### src/rtl/rsvtag_pkg.sv
package rsvtag_pkg;

  typedef enum logic [2:0] {
    RSP_HIT        = 3'd0,
    RSP_HIT_WT     = 3'd1,
    RSP_HIT_PEND   = 3'd2,
    RSP_MISS       = 3'd3,
    RSP_MISS_EVICT = 3'd4,
    RSP_RSV_FAIL   = 3'd5
  } rsp_code_e;

endpackage

### src/rtl/rsvtag_match.sv
// Per-way tag compare and status classification for one set.
module rsvtag_match #(
  parameter int WAYS  = 4,
  parameter int TAG_W = 12
) (
  input  logic [WAYS-1:0][TAG_W-1:0] way_tag,
  input  logic [WAYS-1:0]            way_vld,
  input  logic [WAYS-1:0]            way_rsv,
  input  logic [TAG_W-1:0]           look_tag,
  output logic                       hit_any,
  output logic [$clog2(WAYS)-1:0]    hit_way,
  output logic                       pend_any,
  output logic [$clog2(WAYS)-1:0]    pend_way,
  output logic                       free_any,
  output logic [$clog2(WAYS)-1:0]    free_way,
  output logic                       all_rsv,
  output logic [WAYS-1:0]            cand
);
  localparam int WAY_W = $clog2(WAYS);

  logic [WAYS-1:0] hit_v;
  logic [WAYS-1:0] pend_v;
  logic [WAYS-1:0] free_v;

  for (genvar g = 0; g < WAYS; g++) begin : g_way
    logic tag_eq;
    assign tag_eq    = (way_tag[g] == look_tag);
    assign hit_v[g]  = tag_eq & way_vld[g] & ~way_rsv[g];
    assign pend_v[g] = tag_eq & way_rsv[g];
    assign free_v[g] = ~way_vld[g] & ~way_rsv[g];
    assign cand[g]   = way_vld[g] & ~way_rsv[g];
  end

  assign hit_any  = |hit_v;
  assign pend_any = |pend_v;
  assign free_any = |free_v;
  assign all_rsv  = &way_rsv;

  // lowest-numbered way wins each search
  always_comb begin
    hit_way  = '0;
    pend_way = '0;
    free_way = '0;
    for (int w = WAYS - 1; w >= 0; w--) begin
      if (hit_v[w])  hit_way  = WAY_W'(w);
      if (pend_v[w]) pend_way = WAY_W'(w);
      if (free_v[w]) free_way = WAY_W'(w);
    end
  end

endmodule

### src/rtl/rsvtag_pick.sv
// Replacement choice: oldest stamp among candidate ways, ties to lowest way.
module rsvtag_pick #(
  parameter int WAYS = 4,
  parameter int TS_W = 16
) (
  input  logic [WAYS-1:0]           cand,
  input  logic [WAYS-1:0][TS_W-1:0] stamp,
  output logic                      found,
  output logic [$clog2(WAYS)-1:0]   way
);
  localparam int WAY_W = $clog2(WAYS);

  logic [TS_W-1:0] best;

  always_comb begin
    found = 1'b0;
    way   = '0;
    best  = '0;
    for (int w = 0; w < WAYS; w++) begin
      if (cand[w] && (!found || (stamp[w] < best))) begin
        found = 1'b1;
        way   = WAY_W'(w);
        best  = stamp[w];
      end
    end
  end

endmodule

### src/rtl/rsv_tag_array.sv
module rsv_tag_array
  import rsvtag_pkg::*;
#(
  parameter int ADDR_W     = 16,
  parameter int OFF_W      = 2,
  parameter int SET_W      = 2,
  parameter int WAYS       = 4,
  parameter int TS_W       = 16,
  parameter int WRITE_BACK = 1,
  parameter int USE_LRU    = 1
) (
  input  logic              clk,
  input  logic              rst,
  input  logic              req_valid,
  input  logic              req_write,
  input  logic [ADDR_W-1:0] req_addr,
  output logic              req_ready,
  input  logic              fill_valid,
  input  logic [ADDR_W-1:0] fill_addr,
  output logic              rsp_valid,
  output logic [2:0]        rsp_code,
  output logic [ADDR_W-1:0] rsp_wb_addr
);
  localparam int SETS  = 1 << SET_W;
  localparam int TAG_W = ADDR_W - OFF_W - SET_W;
  localparam int WAY_W = $clog2(WAYS);

  // tag and status storage, one packed word per set
  logic [WAYS-1:0][TAG_W-1:0] tag_q   [SETS];
  logic [WAYS-1:0]            vld_q   [SETS];
  logic [WAYS-1:0]            rsv_q   [SETS];
  logic [WAYS-1:0]            dty_q   [SETS];
  logic [WAYS-1:0][TS_W-1:0]  used_q  [SETS];
  logic [WAYS-1:0][TS_W-1:0]  fetch_q [SETS];
  logic [TS_W-1:0]            now_q;

  logic unused_offset_bits;
  assign unused_offset_bits = ^{req_addr[OFF_W-1:0], fill_addr[OFF_W-1:0]};

  // ---------------- request side ----------------
  logic [SET_W-1:0] r_set;
  logic [TAG_W-1:0] r_tag;
  assign r_set = req_addr[OFF_W +: SET_W];
  assign r_tag = req_addr[ADDR_W-1 -: TAG_W];

  logic             rq_hit, rq_pend, rq_free, rq_all_rsv, rq_found;
  logic [WAY_W-1:0] rq_hit_way, rq_pend_way, rq_free_way, rq_pick_way;
  logic [WAYS-1:0]  rq_cand;
  logic [WAYS-1:0][TS_W-1:0] rq_stamp;

  rsvtag_match #(.WAYS(WAYS), .TAG_W(TAG_W)) u_req_match (
    .way_tag  (tag_q[r_set]),
    .way_vld  (vld_q[r_set]),
    .way_rsv  (rsv_q[r_set]),
    .look_tag (r_tag),
    .hit_any  (rq_hit),
    .hit_way  (rq_hit_way),
    .pend_any (rq_pend),
    .pend_way (rq_pend_way),
    .free_any (rq_free),
    .free_way (rq_free_way),
    .all_rsv  (rq_all_rsv),
    .cand     (rq_cand)
  );

  // ---------------- fill side ----------------
  logic [SET_W-1:0] f_set;
  logic [TAG_W-1:0] f_tag;
  assign f_set = fill_addr[OFF_W +: SET_W];
  assign f_tag = fill_addr[ADDR_W-1 -: TAG_W];

  logic             fl_hit, fl_pend, fl_free, fl_found, fl_unused_all;
  logic [WAY_W-1:0] fl_unused_hit_way, fl_pend_way, fl_free_way, fl_pick_way;
  logic [WAYS-1:0]  fl_cand;
  logic [WAYS-1:0][TS_W-1:0] fl_stamp;

  rsvtag_match #(.WAYS(WAYS), .TAG_W(TAG_W)) u_fill_match (
    .way_tag  (tag_q[f_set]),
    .way_vld  (vld_q[f_set]),
    .way_rsv  (rsv_q[f_set]),
    .look_tag (f_tag),
    .hit_any  (fl_hit),
    .hit_way  (fl_unused_hit_way),
    .pend_any (fl_pend),
    .pend_way (fl_pend_way),
    .free_any (fl_free),
    .free_way (fl_free_way),
    .all_rsv  (fl_unused_all),
    .cand     (fl_cand)
  );

  // replacement stamp source chosen by policy
  if (USE_LRU != 0) begin : g_lru
    assign rq_stamp = used_q[r_set];
    assign fl_stamp = used_q[f_set];
  end else begin : g_fifo
    assign rq_stamp = fetch_q[r_set];
    assign fl_stamp = fetch_q[f_set];
  end

  rsvtag_pick #(.WAYS(WAYS), .TS_W(TS_W)) u_req_pick (
    .cand  (rq_cand),
    .stamp (rq_stamp),
    .found (rq_found),
    .way   (rq_pick_way)
  );

  rsvtag_pick #(.WAYS(WAYS), .TS_W(TS_W)) u_fill_pick (
    .cand  (fl_cand),
    .stamp (fl_stamp),
    .found (fl_found),
    .way   (fl_pick_way)
  );

  // fill has priority over a request to the same set
  assign req_ready = !(fill_valid && (f_set == r_set));

  logic accept;
  assign accept = req_valid && req_ready;

  // ---------------- request decision ----------------
  rsp_code_e        r_code;
  logic [WAY_W-1:0] r_way;
  logic             r_touch, r_dirty, r_alloc, r_evict;

  always_comb begin
    r_code  = RSP_MISS;
    r_way   = '0;
    r_touch = 1'b0;
    r_dirty = 1'b0;
    r_alloc = 1'b0;
    r_evict = 1'b0;
    if (rq_hit) begin
      r_code  = (WRITE_BACK != 0) ? RSP_HIT : RSP_HIT_WT;
      r_way   = rq_hit_way;
      r_touch = 1'b1;
      r_dirty = req_write;
    end else if (rq_pend) begin
      r_code  = RSP_HIT_PEND;
      r_way   = rq_pend_way;
      r_dirty = req_write;
    end else if ((WRITE_BACK == 0) || req_write) begin
      r_code  = RSP_MISS;
    end else if (rq_all_rsv) begin
      r_code  = RSP_RSV_FAIL;
    end else if (rq_free) begin
      r_code  = RSP_MISS;
      r_way   = rq_free_way;
      r_alloc = 1'b1;
    end else if (rq_found) begin
      r_code  = RSP_MISS_EVICT;
      r_way   = rq_pick_way;
      r_alloc = 1'b1;
      r_evict = 1'b1;
    end
  end

  logic [ADDR_W-1:0] r_victim_addr;
  assign r_victim_addr = {tag_q[r_set][r_way], r_set, {OFF_W{1'b0}}};

  // ---------------- fill decision ----------------
  logic             f_upd, f_install;
  logic [WAY_W-1:0] f_way;

  always_comb begin
    f_upd     = 1'b0;
    f_install = 1'b0;
    f_way     = '0;
    if (fill_valid) begin
      if (fl_pend) begin
        f_upd = 1'b1;
        f_way = fl_pend_way;
      end else if ((WRITE_BACK == 0) && !fl_hit) begin
        if (fl_free) begin
          f_upd     = 1'b1;
          f_install = 1'b1;
          f_way     = fl_free_way;
        end else if (fl_found) begin
          f_upd     = 1'b1;
          f_install = 1'b1;
          f_way     = fl_pick_way;
        end
      end
    end
  end

  // ---------------- state update ----------------
  always_ff @(posedge clk) begin
    if (rst) begin
      now_q       <= '0;
      rsp_valid   <= 1'b0;
      rsp_code    <= RSP_HIT;
      rsp_wb_addr <= '0;
      for (int s = 0; s < SETS; s++) begin
        vld_q[s]   <= '0;
        rsv_q[s]   <= '0;
        dty_q[s]   <= '0;
        tag_q[s]   <= '0;
        used_q[s]  <= '0;
        fetch_q[s] <= '0;
      end
    end else begin
      now_q     <= now_q + 1'b1;
      rsp_valid <= accept;

      if (f_upd) begin
        vld_q[f_set][f_way]   <= 1'b1;
        rsv_q[f_set][f_way]   <= 1'b0;
        used_q[f_set][f_way]  <= now_q;
        fetch_q[f_set][f_way] <= now_q;
        if (f_install) begin
          tag_q[f_set][f_way] <= f_tag;
          dty_q[f_set][f_way] <= 1'b0;
        end
      end

      if (accept) begin
        rsp_code    <= r_code;
        rsp_wb_addr <= r_evict ? r_victim_addr : '0;
        if (r_touch) used_q[r_set][r_way] <= now_q;
        if (r_dirty) dty_q[r_set][r_way]  <= 1'b1;
        if (r_alloc) begin
          tag_q[r_set][r_way] <= r_tag;
          rsv_q[r_set][r_way] <= 1'b1;
          vld_q[r_set][r_way] <= 1'b0;
          dty_q[r_set][r_way] <= 1'b0;
        end
      end
    end
  end

endmodule

### config.mk
export PLATFORM = sky130hd
export DESIGN_NAME = rsv_tag_array
export DESIGN_NICKNAME = d
export VERILOG_FILES = /design/src/rtl/rsvtag_pkg.sv /design/src/rtl/rsvtag_match.sv /design/src/rtl/rsvtag_pick.sv /design/src/rtl/rsv_tag_array.sv
export SDC_FILE = /design/constraint.sdc
export NUM_CORES = 1
export LEC_CHECK = 0
export BUFFER_PORTS_ARGS = -buffer_cell sky130_fd_sc_hd__clkbuf_2
export CAP_MARGIN = 20
export CORE_MARGIN = 1.5
export CORE_UTILIZATION = 39
export CTS_BUF_LIST = sky130_fd_sc_hd__clkbuf_8
export DETAILED_ROUTE_END_ITERATION = 10
export GPL_ROUTABILITY_DRIVEN = 0
export GPL_TIMING_DRIVEN = 0
export SLEW_MARGIN = 10
export SYNTH_ARGS = -nofsm -noshare
export SYNTH_HDL_FRONTEND = slang
export SYNTH_HIERARCHICAL = 1
export SYNTH_SLANG_ARGS = --single-unit
### constraint.sdc
create_clock -name clk -period 28.1 [get_ports clk]
set_input_delay 4.215 -clock clk [delete_from_list [all_inputs] [get_ports clk]]
set_output_delay 4.215 -clock clk [all_outputs]
set_load 0.005 [all_outputs]
# Word level (Yosys, flattened, before mapping)
# Memories as Yosys holds them, arrays and structs flattened.
# Index checks and enable logic that the tools add are counted.
# Widths: inputs -> output; s select.
dict set report word_totals {
  ramBits 480
  input_bits 37
  elab_cells 186
  n_memories 4
  out_inout_bits 21
  register_bits 36
}
dict set report op_classes {
  bitwise 32
  addsub 1
  reduce_logical 26
  mux 103
  n_lt_le_gt_ge 7
  eq_ne 9
}
# name depth word_bits rd rd_clocked_by_memory_dff wr line_no
set memory_table {}
lappend memory_table {used_q 4 64 1 0 4 rsv_tag_array.sv:33} ;# logic [WAYS-1:0][TS_W-1:0] used_q [SETS];
lappend memory_table {tag_q 4 48 2 0 4 rsv_tag_array.sv:29} ;# logic [WAYS-1:0][TAG_W-1:0] tag_q [SETS];
lappend memory_table {rsv_q 4 4 2 0 4 rsv_tag_array.sv:31} ;# logic [WAYS-1:0] rsv_q [SETS];
lappend memory_table {vld_q 4 4 1 0 4 rsv_tag_array.sv:30} ;# logic [WAYS-1:0] vld_q [SETS];
# operator n
set op_table {}
lappend op_table {{$mux 64} 6}
lappend op_table {{$mux 48} 3}
lappend op_table {{$reduce_or 64->1} 2}
lappend op_table {{$eq 12x12->1} 8}
lappend op_table {{$mux 16} 6}
lappend op_table {{$mux 2} 33}
lappend op_table {{$demux 16 s2} 2}
lappend op_table {{$lt 16x16->1} 3}
lappend op_table {{$reduce_or 48->1} 1}
lappend op_table {{$mux 4} 10}
lappend op_table {{$reduce_or 4->1} 8}
lappend op_table {{$mux 1} 31}
lappend op_table {{$and 1x1->1} 24}
lappend op_table {{$bmux 12 s2} 1}
lappend op_table {{$demux 12 s2} 1}
lappend op_table {{$mux 12} 2}
lappend op_table {{$mux 3} 6}
lappend op_table {{$add 16x1->16 const B} 1}
lappend op_table {{$not 1->1} 8}
lappend op_table {{$logic_and 1x1->1} 7}
lappend op_table {{$lt 2x3->1 const B} 2}
lappend op_table {{$demux 1 s2} 2}
lappend op_table {{$ge 2x1->1 const B} 2}
lappend op_table {{$logic_not 1->1} 4}
lappend op_table {{other kinds (3)} 5}

# Depth between registers and ports, before layout
# Gate-level depths: netlist (run 1).
# An unclocked memory read counts as a cell.
dict set report depth {
  ltp_word 29
  ltp_mapped 42
  mapped_depth_nobuf 30
}

# Cells and area by module
# The synthesis (run 1) kept the hierarchy.
# mod cells_each instances area_each_um2 seq_area_each_um2
set modules_own_cells {}
lappend modules_own_cells {rsv_tag_array 1601 1 24071.8 14774.2}
lappend modules_own_cells {rsvtag_pick 202 1 1612.8 0.0}
lappend modules_own_cells {rsvtag_match 94 2 700.7 0.0}

# Worst setup path after synthesis (run 1)
# OpenSTA, ideal clock, no wires.
dict set report synth_timing {
  path_kind {input to register}
  from {in req_addr[3]}
  to {mem tag_q[3][24] (netlist bit) (enable)}
  setup_ns 0.417
  n_path_buf 11
  required_ns 27.683
  stages 39
  arrival_ns 13.658
  setup_slack_ns 14.025
  cell_sequence {buf_2 buf_1 buf_1 clkbuf_1 mux4_2 nor2b_1 buf_4 clkbuf_1 buf_1 nand2_1 ha_1 nand4_1 or4_1 a31oi_2 or3_1 buf_2 buf_2 a32oi_1 [... 3 more ...] a22oi_1 nand2_1 nor3_1 a32oi_4 buf_8 mux2_4 ha_1 a2111oi_0 o21ai_0 a221oi_1 o21a_1 o311a_1 nand2b_1 nand3b_1 a21oi_2 o211ai_1 buf_2 o41ai_1}
}
# element line_no
set synth_lines {}
lappend synth_lines {{start: declaration} rsv_tag_array.sv:16} ;# input logic [ADDR_W-1:0] req_addr,
lappend synth_lines {{end: declaration} rsv_tag_array.sv:29}

==> impl_results.md, run 1 <==
* Status: finished, final reports clean
* Postcts setup bufs at 0
* Fill cells at between 6k and 7k
* Slew headroom at 0.265
* Worst-Margin Slew at 1100 ps
* DP Area at ~0.029 mm^2
* Max-cap viol count at 0
* Number of antenna violations at the first check in global routing at 7
* Initial DRT Pass Iterations at 6
* CTS tree: built
* Placed wire-length estimate at roughly 65000 um
* FF-to-FF setup slack at 16940 ps
* Die area at 0.0704 mm^2
* Static Leak at between 10 and 15 nW
* Area Overhead vs Synth at 13.0%
* Most common cell after layout, fill and taps aside: edfxtp_1
* Critical path class: input port to flop
* Final setup TNS at 0 ps
* CTS H-Tree Depth at 3
* Core Util, Final at 0.444
* Crit-path max cell delay at approximately 850 ps
* GRT Total Usage at 0.250
* Buffers on Ports at 48
* Most frequent cells in the layout: 448 x edfxtp_1, 252 x and2_1, 172 x mux4_2
* Total stage count of the critical path at 40
* Peak VDD IR at ~0.037 mV
* CP startpoint kind: input port
* Post-DRT Antenna Nets at 0
* Multi-input logic area at about 0.011 mm^2
* Final setup viols at 0
* Hold Path Class: flop to flop
* Max-slew violations at 0
* Buf+Inv Stages, Crit Path at 11
* WL final at between 80000 and 90000 um
* Clk buf depth at 3
* Fmax at 59.0 MHz
* Reg2reg start: rsv_q[3][0]
* Clk_lat worst skew at approximately 700 ps
* CTS Sinks at 514
* Clock Skew at a little over 30 ps
* Critical path's most frequent cell: clkbuf_1
* Fin. Hold Viols at 0
* R2r endpoint: tag_q[0][40]
* Mapped cell area at between 0.02 and 0.03 mm^2
* Final nets at 2212
* Worst path required time at approximately 29000 ps
* Fin crit period at between 15000 and 20000 ps
* Mean Syn Cell Area at about 14 um^2
* Largest net degree at the start of global routing at 17
* Critical Path Slowest Stage Cell: nor3_1
* Post-cts hold buffer count at 0
* Worst hold stages at 2
* Die X at about 270 um
* Initial Utilization at 0.393
* CP delay by family, top: buffers and inverters
* Vias in the first global route at about 19k
* CTS Buf Count at slightly below 90
* R2R depth at 35
* Cell area power density at about 57 mW/mm^2
* Share of layout cells above drive strength 1 at 0.219
* FF+latch area at approximately 0.015 mm^2
* Critical Path Sink Type: flop
* Crit path max fanout at 10
* Via count at 18.8k
* Core area at just under 0.07 mm^2
* Unrepaired setup endpoints after global routing: false
* Wire per inst at 28.7 um
* Syn. warnings at 6
* Die span in y at between 200 and 300 um
* Post-CTS Resized at 0
* Period utilization at 0.603
* GR Overflow Total at 0
* Pre-CTS WS at roughly 11000 ps
* Clock root cell: clkbuf_8
* DRC violations left at 0
* Hold Path Origin: vld_q[0][0]
* Cells after Synth at about 2.0k
* Rows at 96
* Wire length of the first global-routing pass at around 130000 um
* Final Cell Area at around 0.030 mm^2
* Vias per inst at between 6 and 7
* Endpoint, Worst Hold: vld_q[0][0]
* Crit path DAT at ~17000 ps
* DRT iter0 DRCs at ~2.4k
* Clock transition at the registers of the reported paths at ~70 ps
* Post-route setup slack at 11160 ps
* # IOs at slightly below 60
==> area by class of cell <==
type,count,area share
Antenna cell,3,0.000247
Buffer,155,0.0219
Clock buffer,99,0.0449
Clock inverter,64,0.0121
Inverter,30,0.00371
Multi-Input combinational cell,1265,0.376
Sequential cell,514,0.487
Tap cell,882,0.0364
Timing Repair Buffer,74,0.0181
==> worst register-to-register path, delay by kind of cell, from the launching register on <==
family / cells / cell delay [ps]
and+or+nand+nor: 11 / 3440
DFF: 1 / 350
muxes: 2 / 890
AOI/OAI and AO/OA: 13 / 3250
buffers and inverters: 6 / 2220
adders and majority gates: 3 / 870
==> through the flow <==
step	cells	hold slack [ps]	total power [W]
4_1_cts	3081	450	0.00173
3_3_place_gp	2894	438	0.00105
5_1_grt	3085	480	0.00178
2_1_floorplan	1964	426	0.000991
6_report	3086	453	0.00173
3_5_place_dp	2918	441	0.00106
==> state kept, by name (all words and copies together), names as in the netlist <==
signal and flops:
rsp_code 3, vld_q 16, tag_q 192, now_q 16, rsp_valid 1, used_q 256
rsp_wb_addr 14, rsv_q 16
==> how the worst max path moves through the flow <==
stage | startpoint | endpoint
after floorplan | req_addr[3] | tag_q[3][24]
after global placement | req_addr[3] | tag_q[3][4]
after detailed placement | req_addr[3] | used_q[3][37]
after CTS | req_addr[3] | used_q[3][37]
after global routing | req_addr[3] | tag_q[0][40]
final | req_addr[3] | tag_q[0][40]
==> metal layers <==
| layer | track usage | up-vias | wire length [um] |
|---|---|---|---|
| li1 | - | 7848 | - |
| met1 | 0.349 | 9638 | 36000 |
| met2 | 0.388 | 1141 | 40300 |
| met3 | 0.0529 | 213 | 9360 |
| met4 | 0.0880 | 0 | 2850 |
| met5 | 0 | - | 0 |
==> report_power, final <==
group          switching, W  internal (W)  total (W)
combinational      0.000117     0.0000712   0.000188
sequential        0.0000112      0.000854   0.000865
clock              0.000322      0.000352   0.000674
total              0.000450       0.00128    0.00173
Note: power is estimated with default switching activity, not from simulation.
==> run 2, diff against run 1 <==
==> constraint.sdc (replaced) <==
create_clock -name clk -period 14.55 [get_ports clk]
set_input_delay 2.1825 -clock clk [delete_from_list [all_inputs] [get_ports clk]]
set_output_delay 2.1825 -clock clk [all_outputs]
set_load 0.005 [all_outputs]
==> impl_results.md, run 2 (same netlist as run 1, synthesis figures left out) <==
* R2R depth at 35 (unchanged)
* WL final at 88500 um (about the same)
* Area Overhead vs Synth at 13.0% (about the same)
* Most common cell after layout, fill and taps aside: edfxtp_1
* Endpoint, Worst Hold: vld_q[0][0]
* Critical Path Slowest Stage Cell: a21oi_1
* FF-to-FF setup slack at 3350 ps (-13590 ps)
* CTS Buf Count at 89 (unchanged)
* Share of layout cells above drive strength 1 at 0.221 (+0.00202)
* Final nets at 2210 (-0.090%)
* CTS H-Tree Depth at 3 (unchanged)
* Fin crit period at approximately 14000 ps
* Reg2reg start: rsv_q[3][0]
* Initial Utilization at 0.393 (unchanged)
* Critical path class: input port to flop
* Crit-path max cell delay at 860 ps (about the same)
* Max-cap viol count at 0 (unchanged)
* Peak VDD IR at 0.0706 mV (+93%)
* Clock Skew at 33.4 ps (+2.46 ps)
* Most frequent cells in the layout: 448 x edfxtp_1, 252 x and2_1, 172 x mux4_2
* Hold Path Origin: vld_q[0][0]
* Core area at 0.0683 mm^2 (unchanged)
* Crit path max fanout at 19 (+9)
* GRT Total Usage at 0.250 (unchanged)
* Static Leak at 11.3 nW (about the same)
* Top reg by flops: used_q
* Die X at 265 um (unchanged)
* Largest net degree at the start of global routing at 17 (unchanged)
* Post-route setup slack at 716 ps (-10450 ps)
* CTS tree: built
* Placed Cells at 2918 (unchanged)
* Max-slew violations at 0 (unchanged)
* GR Overflow Total at 0 (unchanged)
* Hold_ws at 450 ps (-3.42 ps)
* Status: finished, final reports clean
* Wire per inst at 28.7 um (about the same)
* Hold Path Class: flop to flop
* Setup crit start: req_addr[3]
* Critical Path Sink Type: flop
* DRT iter0 DRCs at 2311 (-3.6%)
* Placed wire-length estimate at 65400 um (unchanged)
* Final setup viols at 0 (unchanged)
* Vias in the first global route at 18.9k (unchanged)
* Pre-CTS WS at -605 ps (-11520 ps)
* DRC violations left at 0 (unchanged)
* Unrepaired setup endpoints after global routing: false
* Final std cells w/o fill at 3083 (-0.097%)
* Number of antenna violations at the first check in global routing at 7 (unchanged)
* CTS Sinks at 514 (unchanged)
* Fin. Hold Viols at 0 (unchanged)
* Clock transition at the registers of the reported paths at 70 ps (about the same)
* Largest regs: used_q: 256 flops, tag_q: 192 flops
* Buffers on Ports at 48 (unchanged)
* Final Cell Area at 0.0303 mm^2 (about the same)
* Fill cells at 6091 (-0.082%)
* R2r endpoint: used_q[3][37]
* Clk buf depth at 3 (unchanged)
* Cell area power density at 110 mW/mm^2 (+93%)
* Slew headroom at 0.228 (-0.0371)
* Max reg flops at 256 (unchanged)
* Worst-Margin Slew at 1160 ps (+55.6 ps)
* Fmax at 72.3 MHz
* Initial DRT Pass Iterations at 8 (+2)
* Post-DRT Antenna Nets at 0 (unchanged)
* Pwr Total at 0.00334 W (+93%)
* DP Area at 0.0286 mm^2 (unchanged)
* Crit path DAT at 14230 ps (-3260 ps)
* Rows at 96 (unchanged)
* Vias per inst at 6.12 (+0.21%)
* Worst hold stages at 2 (unchanged)
* Die span in y at 265 um (unchanged)
* Clock root cell: clkbuf_8
* Clk_lat worst skew at 700 ps (about the same)
* Wire length of the first global-routing pass at 127000 um (unchanged)
* Period utilization at 0.951
* # IOs at 58 (unchanged)
* Worst path required time at 14940 ps (-13720 ps)
* Die area at 0.0704 mm^2 (unchanged)
* Via count at 18.9k (+0.11%)
* CP startpoint kind: input port
run 2: cell count changes in the layout (fill, tap and decap cells not counted):
cell and change:
buf_1 -2, clkbuf_2 +3, diode_2 -1, clkbuf_1 -3, nor3_1 -1, nor3_2 +1
run 2: cell type report:
type,instances,area [um^2],area share
Timing Repair Buffer,74,549,0.0181
Inverter,30,113,0.00371
Sequential cell,514,14800,0.487
Clock buffer,99,1360,0.0449
Antenna cell,2,5.00,0.000165
Buffer,153,659,0.0217
Clock inverter,64,368,0.0121
Multi-Input combinational cell,1265,11400,0.376
Tap cell,882,1100,0.0364
run 2: worst max-delay path by stage:
stage,depth (start not counted),to
floorplan,39,tag_q[3][24]
global route,39,used_q[0][4]
global placement,38,tag_q[3][4]
CTS,40,used_q[3][37]
finish,39,used_q[3][37]
detailed placement,40,used_q[3][37]
run 2: per-layer routing:
metal,part of all wire,up-vias,GRT usage
met5,0,-,0
met3,0.10,207,0.0529
li1,-,7837,-
met1,0.41,9612,0.349
met4,0.033,0,0.0880
met2,0.45,1205,0.388
run 2: metrics by stage:
| step | TNS (ps) | utilization |
|---|---|---|
| after floorplan | 0 | - |
| final | 0 | 0.444 |
| after global routing | 0 | 0.444 |
| after detailed placement | -182530 | 0.418 |
| after CTS | 0 | 0.444 |
| after global placement | -467760 | 0.413 |
run 2: report_power, final:
part           switching (W)  total [W]  internal (W)  leakage, nW
logic               0.000225   0.000362      0.000137         5.16
clock network       0.000622    0.00130      0.000680        0.996
registers          0.0000217    0.00167       0.00165         5.16
total               0.000869    0.00334       0.00247         11.3
run 2: worst max-delay path: cells and delay by family:
kind | cells | cell delay [ps]
AOI/OAI and AO/OA | 16 | 4510
buffers and inverters | 10 | 3770
and+or+nand+nor | 8 | 2030
adders and majority gates | 3 | 870
muxes | 2 | 780
run 2: timing repair:
| action | 4_1_cts | 5_1_grt |
|---|---|---|
| setup buffers | 0 | 0 |
| hold buffers | 0 | 0 |
| endpoints found under the setup margin | 0 | 748 |
| gates resized for setup | 0 | 8 |
